File: src/rtl/cabac_ctx_pkg.sv
package cabac_ctx_pkg;
  localparam int STATE_W = 6;

  typedef enum logic [1:0] {
    MODE_REG = 2'd0,
    MODE_BYP = 2'd1,
    MODE_TRM = 2'd2,
    MODE_RSV = 2'd3
  } bin_mode_e;

  typedef struct packed {
    logic               mps;
    logic [STATE_W-1:0] state;
  } ctx_t;

  typedef enum logic [1:0] {
    SEQ_IDLE = 2'd0,
    SEQ_INIT = 2'd1,
    SEQ_RUN  = 2'd2
  } seq_st_e;
endpackage

File: src/rtl/ctx_init_rom.sv
module ctx_init_rom
  import cabac_ctx_pkg::*;
#(
  parameter int IDX_W = 9,
  parameter int QP_W  = 6
) (
  input  logic [IDX_W-1:0] idx,
  input  logic [QP_W-1:0]  qp,
  output ctx_t             ctx
);
  localparam int SUM_W = STATE_W + 1;

  logic [SUM_W-1:0] sum;

  always_comb begin
    sum       = SUM_W'(idx) + SUM_W'(qp);
    ctx.state = sum[STATE_W-1:0];
    ctx.mps   = sum[STATE_W];
  end
endmodule

File: src/rtl/ctx_ram.sv
module ctx_ram
  import cabac_ctx_pkg::*;
#(
  parameter int DEPTH = 459,
  parameter int IDX_W = 9
) (
  input  logic             clk,
  input  logic             we,
  input  logic [IDX_W-1:0] waddr,
  input  ctx_t             wdata,
  input  logic             re,
  input  logic [IDX_W-1:0] raddr,
  output ctx_t             rdata
);
  ctx_t mem [DEPTH];

  always_ff @(posedge clk) begin
    if (we) mem[waddr] <= wdata;
  end

  always_ff @(posedge clk) begin
    if (re) rdata <= mem[raddr];
  end

  always_ff @(posedge clk) begin
    if (we) assert_waddr_range_R3: assert (int'(waddr) < DEPTH);
    if (re) assert_raddr_range_R6: assert (int'(raddr) < DEPTH);
  end
endmodule

File: src/rtl/ctx_init_seq.sv
module ctx_init_seq
  import cabac_ctx_pkg::*;
#(
  parameter int NUM_CTX = 459,
  parameter int IDX_W   = 9
) (
  input  logic             clk,
  input  logic             rst_n,
  input  logic             slice_start,
  output logic             busy,
  output logic             run,
  output logic             first,
  output logic [IDX_W-1:0] addr
);
  localparam logic [IDX_W-1:0] LAST = IDX_W'(NUM_CTX - 1);

  seq_st_e          st;
  logic [IDX_W-1:0] cnt;

  always_ff @(posedge clk or negedge rst_n) begin
    if (!rst_n) begin
      st  <= SEQ_IDLE;
      cnt <= '0;
    end else begin
      unique case (st)
        SEQ_INIT: begin
          if (cnt == LAST) st <= SEQ_RUN;
          else             cnt <= cnt + 1'b1;
        end
        default: begin
          if (slice_start) begin
            st  <= SEQ_INIT;
            cnt <= '0;
          end
        end
      endcase
    end
  end

  always_comb begin
    busy  = (st == SEQ_INIT);
    run   = (st == SEQ_RUN);
    first = busy && (cnt == '0);
    addr  = cnt;
  end

  assert_cnt_range_R2: assert property (@(posedge clk) disable iff (!rst_n)
    busy |-> (cnt <= LAST));
  assert_init_ends_R2: assert property (@(posedge clk) disable iff (!rst_n)
    (busy && cnt == LAST) |=> (run && !busy));
  assert_start_enters_R2: assert property (@(posedge clk) disable iff (!rst_n)
    (slice_start && !busy) |=> (busy && first));
endmodule

File: src/rtl/cabac_ctx_seq.sv
module cabac_ctx_seq
  import cabac_ctx_pkg::*;
#(
  parameter int NUM_CTX = 459,
  parameter int QP_W    = 6,
  parameter int IDX_W   = $clog2(NUM_CTX)
) (
  input  logic               clk,
  input  logic               rst_n,
  input  logic               slice_start,
  input  logic [QP_W-1:0]    slice_qp,
  output logic               busy,
  output logic               eng_init,
  input  logic               req_valid,
  output logic               req_ready,
  input  logic [IDX_W-1:0]   req_ctx,
  input  logic [1:0]         req_mode,
  output logic               eng_fire,
  output logic [1:0]         eng_mode,
  output logic [STATE_W-1:0] eng_state,
  output logic               eng_mps,
  input  logic               eng_bin,
  input  logic [STATE_W-1:0] eng_new_state,
  input  logic               eng_new_mps,
  output logic               res_valid,
  output logic               res_bin
);
  // sequencer
  logic             run, init_first;
  logic [IDX_W-1:0] init_addr;
  logic [QP_W-1:0]  qp_q;

  ctx_init_seq #(.NUM_CTX(NUM_CTX), .IDX_W(IDX_W)) seq_i (
    .clk(clk), .rst_n(rst_n), .slice_start(slice_start),
    .busy(busy), .run(run), .first(init_first), .addr(init_addr)
  );

  always_ff @(posedge clk or negedge rst_n) begin
    if (!rst_n)                   qp_q <= '0;
    else if (slice_start && !busy) qp_q <= slice_qp;
  end

  ctx_t rom_ctx;
  ctx_init_rom #(.IDX_W(IDX_W), .QP_W(QP_W)) rom_i (
    .idx(init_addr), .qp(qp_q), .ctx(rom_ctx)
  );

  // pre-decode stage
  logic      accept;
  bin_mode_e in_mode;

  always_comb begin
    in_mode   = bin_mode_e'(req_mode);
    req_ready = run && !slice_start;
    accept    = req_valid && req_ready;
    eng_init  = init_first;
  end

  // decode stage registers
  logic             s2_valid;
  logic [IDX_W-1:0] s2_idx;
  bin_mode_e        s2_mode;
  logic             s2_reg;

  always_ff @(posedge clk or negedge rst_n) begin
    if (!rst_n) begin
      s2_valid <= 1'b0;
      s2_idx   <= '0;
      s2_mode  <= MODE_REG;
    end else begin
      s2_valid <= accept;
      if (accept) begin
        s2_idx  <= req_ctx;
        s2_mode <= in_mode;
      end
    end
  end

  // forwarding of the previous write-back
  logic             fwd_valid;
  logic [IDX_W-1:0] fwd_idx;
  ctx_t             fwd_ctx;
  ctx_t             ram_rdata, cur_ctx, wb_ctx;
  logic             ram_we;
  logic [IDX_W-1:0] ram_waddr;
  ctx_t             ram_wdata;

  always_comb begin
    s2_reg       = s2_valid && (s2_mode == MODE_REG);
    cur_ctx      = (fwd_valid && fwd_idx == s2_idx) ? fwd_ctx : ram_rdata;
    wb_ctx.state = eng_new_state;
    wb_ctx.mps   = eng_new_mps;
    eng_fire     = s2_valid;
    eng_mode     = s2_mode;
    eng_state    = s2_reg ? cur_ctx.state : '0;
    eng_mps      = s2_reg ? cur_ctx.mps : 1'b0;
    ram_we       = busy || s2_reg;
    ram_waddr    = busy ? init_addr : s2_idx;
    ram_wdata    = busy ? rom_ctx : wb_ctx;
  end

  ctx_ram #(.DEPTH(NUM_CTX), .IDX_W(IDX_W)) ram_i (
    .clk(clk), .we(ram_we), .waddr(ram_waddr), .wdata(ram_wdata),
    .re(accept && in_mode == MODE_REG), .raddr(req_ctx), .rdata(ram_rdata)
  );

  always_ff @(posedge clk or negedge rst_n) begin
    if (!rst_n) begin
      fwd_valid <= 1'b0;
      fwd_idx   <= '0;
      fwd_ctx   <= '0;
      res_valid <= 1'b0;
      res_bin   <= 1'b0;
    end else begin
      fwd_valid <= s2_reg && !busy;
      fwd_idx   <= s2_idx;
      fwd_ctx   <= wb_ctx;
      res_valid <= s2_valid;
      if (s2_valid) res_bin <= eng_bin;
    end
  end

  // checks
  assert_ctx_in_range_R6: assert property (@(posedge clk) disable iff (!rst_n)
    req_valid |-> (int'(req_ctx) < NUM_CTX));
  assert_no_accept_busy_R4: assert property (@(posedge clk) disable iff (!rst_n)
    (req_valid && req_ready) |-> (!busy && !slice_start));
  assert_fire_after_accept_R5: assert property (@(posedge clk) disable iff (!rst_n)
    (req_valid && req_ready) |=> (eng_fire && eng_mode == $past(req_mode)));
  assert_done_after_fire_R5: assert property (@(posedge clk) disable iff (!rst_n)
    eng_fire |=> (res_valid && res_bin == $past(eng_bin)));
  assert_no_spurious_done_R9: assert property (@(posedge clk) disable iff (!rst_n)
    !eng_fire |=> !res_valid);
  assert_wb_regular_R6: assert property (@(posedge clk) disable iff (!rst_n)
    (req_valid && req_ready && req_mode == 2'd0) |=> ram_we);
  assert_no_wb_other_R8: assert property (@(posedge clk) disable iff (!rst_n)
    (req_valid && req_ready && req_mode != 2'd0) |=> !ram_we);
  assert_same_ctx_fwd_R7: assert property (@(posedge clk) disable iff (!rst_n)
    (eng_fire && eng_mode == 2'd0 && $past(eng_fire && eng_mode == 2'd0)
     && s2_idx == $past(s2_idx))
    |-> (eng_state == $past(eng_new_state) && eng_mps == $past(eng_new_mps)));
  assert_init_pulse_R2: assert property (@(posedge clk) disable iff (!rst_n)
    eng_init |-> busy);
endmodule

File: config.mk
export PLATFORM = sky130hd
export DESIGN_NAME = cabac_ctx_seq
export DESIGN_NICKNAME = d
export VERILOG_FILES = /design/src/rtl/cabac_ctx_pkg.sv /design/src/rtl/ctx_init_rom.sv /design/src/rtl/ctx_ram.sv /design/src/rtl/ctx_init_seq.sv /design/src/rtl/cabac_ctx_seq.sv
export SDC_FILE = /design/constraint.sdc
export NUM_CORES = 2
export LEC_CHECK = 0
export BUFFER_PORTS_ARGS = -buffer_cell sky130_fd_sc_hd__buf_2
export CAP_MARGIN = 20
export CORE_ASPECT_RATIO = 0.5
export CORE_MARGIN = 10
export CORE_UTILIZATION = 35
export DETAILED_ROUTE_END_ITERATION = 10
export PLACE_DENSITY_LB_ADDON = 0.2
export SYNTH_ARGS = -nofsm -noshare
export SYNTH_HDL_FRONTEND = slang
export SYNTH_HIERARCHICAL = 1
export SYNTH_SLANG_ARGS = --single-unit
File: constraint.sdc
create_clock -name clk -period 6.2 [get_ports clk]
set_input_delay 1.86 -clock clk [delete_from_list [all_inputs] [get_ports clk]]
set_output_delay 1.86 -clock clk [all_outputs]
set_load 0.02 [all_outputs]
==> impl_metrics.json <==
{
  "syn_nets": 6786,
  "final_antenna_net_count": 0,
  "vias": 67700,
  "cp-end-kind": "flop",
  "initial_core_util_pct": 35.2,
  "row_count": 157,
  "required_ns": 6.84,
  "synth-seq-cells": 3268,
  "synth_flop_cell": "edfxtp_1",
  "pwr_density_cell_mw_per_mm2": 419,
  "yosysWarnings": 6,
  "synth_top_family_by_area": "multiplexers",
  "post_synth_num_cell_types": 72,
  "nets": 6985,
  "cap_violations": 0,
  "vias_per_cell": 5.59,
  "path_clk_slew_ns": 0.06,
  "seq_area_frac_synth_pct": 76.0,
  "crit_path_start_kind": "primary input",
  "rsz0062_at_grt": "no",
  "grt_max_degree": 138,
  "maxSlewViolCount": 0,
  "synth_edf_count": 3220,
  "fmax_mhz": 199,
  "clockBufferDepth": 4,
  "post_cts_resized": 0,
  "setup_viol": 0,
  "port_buffers": 43,
  "critPathKind": "in2reg",
  "dr.first_iter.drc_count": 7823,
  "grt_pass1_vias": 66300,
  "cts_buffers": 316,
  "hold_depth": 0,
  "fin_crit_sh_pct": 80.9,
  "synth-xor-area-share_pct": 0.0748,
  "hp-class": "reg2reg",
  "htree_levels": 5,
  "yosysMostFrequentCell": "edfxtp_1",
  "yosys-top-cells-area": "edfxtp_1 75%, mux4_2 7.9%, mux2i_1 5.7%, o221ai_1 2.2%, nor2_1 1.5%",
  "syn_to_final_growth_pct": 13.2,
  "cts-root-buf": "clkbuf_16",
  "pin_count": 44,
  "cts_setup_buffers": 0,
  "tightest_slew_ns": 1.15,
  "synth.avg_cell_area_um2": 19.1,
  "seqCellArea_mm2": 0.0979,
  "grt_first_pass_wirelength_mm": 528,
  "num-fill-cells": 32800,
  "syn_inst": 6747,
  "final_hold_viol_count": 0,
  "cts_sinks": 3268,
  "die_w_um": 878,
  "gp_congestion": 0.845,
  "die_area_mm2": 0.394,
  "dpl.hpwl_mm": 236,
  "r2r_slack_ns": 1.23,
  "synth-compound-area-share_pct": 4.68,
  "yosys.area_share.simple_pct": 3.23,
  "power.leakage_nw": 46.2,
  "drt_wl_total_mm": 376,
  "finalSetupTns_ns": 0,
  "ir_drop_uv": 943,
  "hold_path_end": "res_valid",
  "synth_top_area_cell": "edfxtp_1",
  "place_ws_ns": 0.348,
  "core_area_mm2": 0.366,
  "hp-start": "eng_fire",
  "ys_top_cells_by_count": "3220 x edfxtp_1, 731 x mux2i_1, 517 x nor2_1",
  "critPathArrivalTime_ns": 5.66,
  "reg2reg_from": "seq_i/st[1]",
  "status": "complete, no violations",
  "die_h_um": 449,
  "post-route-min-period_ns": 5.02,
  "cts_tree": "built",
  "worst_r2r_path_depth": 7,
  "skew_ns": 0.0520,
  "overflow": 0,
  "r2r-end": "ram_i/mem[251][5]",
  "drive_above_1_share_pct": 17.5,
  "fin_ws_ns": 1.18,
  "multi_input_area_mm2": 0.0288,
  "syn-cell-area_mm2": 0.129,
  "insertion_delay_ns": 0.89,
  "synthArstFlopShare_pct": 1.47,
  "synthMuxAreaShare_pct": 14.0,
  "antenna_found_initial": 32,
  "wire_per_inst_um": 31.0,
  "drt-pass1-iter-count": 6,
  "crit_fanout": 18,
  "hold_buffers": 0,
  "synthAdderAreaFrac_pct": 0.103,
  "groute.usage.overall_pct": 18.4,
  "slew_headroom_pct": 23.5,
  "synth_top_area_share_pct": 75.0,
  "remaining_drc_errors": 0
}
cell type report:
type                            instances  share of cell area (%)
Clock buffer                          400                    5.84
Timing Repair Buffer                  307                    2.04
Clock inverter                        156                   0.943
Inverter                               16                  0.0498
Tap cell                             4929                    4.23
Multi-Input combinational cell       3037                    19.8
Antenna cell                            4                 0.00686
Sequential cell                      3268                    67.1
layout by cell type (no fill, tap or decap), types with 25 or more instances in the layout:
master	n
buf_4	204
a21oi_1	185
buf_2	41
mux4_2	450
edfxtp_1	3220
clkbuf_16	327
nor3_1	110
nand2_1	136
clkinv_1	71
o22ai_1	132
mux2_2	34
nor4_1	26
o221ai_1	327
nor2_1	515
clkinv_2	47
o21ai_0	78
bufinv_16	25
dfrtp_1	48
buf_12	59
clkbuf_1	67
mux2i_1	731
per-layer routing:
metal | vias to the layer above | wire [um] | global-route usage [%] | share of wire (%)
met3 | 456 | 27100 | 3.16 | 7.2
met4 | 2 | 8730 | 4.07 | 2.3
met2 | 2491 | 172000 | 28.6 | 46
li1 | 28200 | - | - | -
met5 | - | 13 | 0 | 0.0035
met1 | 36500 | 168000 | 27.1 | 45
where the power goes:
group / switching [W] / total, W / internal [W] / leakage [nW]
logic: 0.00945 / 0.0111 / 0.00161 / 11.8
registers: 0.000119 / 0.0310 / 0.0309 / 29.6
clock network: 0.00827 / 0.0190 / 0.0107 / 4.84
worst max path at each step:
| stage | cells after the start | start | to |
|---|---|---|---|
| 2_1_floorplan | 1 | eng_new_mps | ram_i/mem[0][6] |
| 3_5_place_dp | 8 | req_ctx[5] | ram_i/rdata[2] |
| 6_report | 8 | req_ctx[5] | ram_i/rdata[2] |
| 5_1_grt | 7 | seq_i/st[1] | ram_i/mem[251][5] |
| 3_3_place_gp | 11 | req_ctx[0] | ram_i/rdata[6] |
| 4_1_cts | 7 | seq_i/st[1] | ram_i/mem[251][1] |
worst max-delay path, stage by stage:
cell      delay, ns
buf_2          0.38
nor2b_2        0.73
nand2_1        0.62
o32ai_1        0.52
nor4_1         0.16
a311oi_1       0.70
a21oi_1        0.38
and4_1         0.26
flip-flops by register name, indices dropped and copies added (netlist names):
signal and cells:
ram_i/mem 3213, fwd_idx 9, s2_idx 9, seq_i/addr 9, fwd_ctx 7, ram_i/rdata 7, qp_q 6, eng_mode 2
seq_i/st 2, eng_fire 1, fwd_valid 1, res_bin 1, res_valid 1
cell families (layout without fill, tap and decap cells):
kind of cell | count (synthesis) | count (layout)
compound gates | 847 | 847
xor+xnor | 11 | 11
fa+ha+maj | 10 | 10
buf+inv | 442 | 879
flops | 3268 | 3268
mux | 1228 | 1228
other cells | 0 | 4
simple gates | 941 | 941
per-stage QoR:
step                      power [W]  cells  area, um^2  hold WS [ns]  util (%)
after floorplan              0.0369   6747      129000         0.404         -
after global placement       0.0424  11600      136000         0.410      37.1
after detailed placement     0.0427  11600      136000         0.419      37.1
after CTS                    0.0616  12100      146000         0.432      39.8
after global routing         0.0630  12100      146000         0.451      39.8
final                        0.0611  12100      146000         0.428      39.8
No activity file was read; power rests on OpenSTA's default activity.
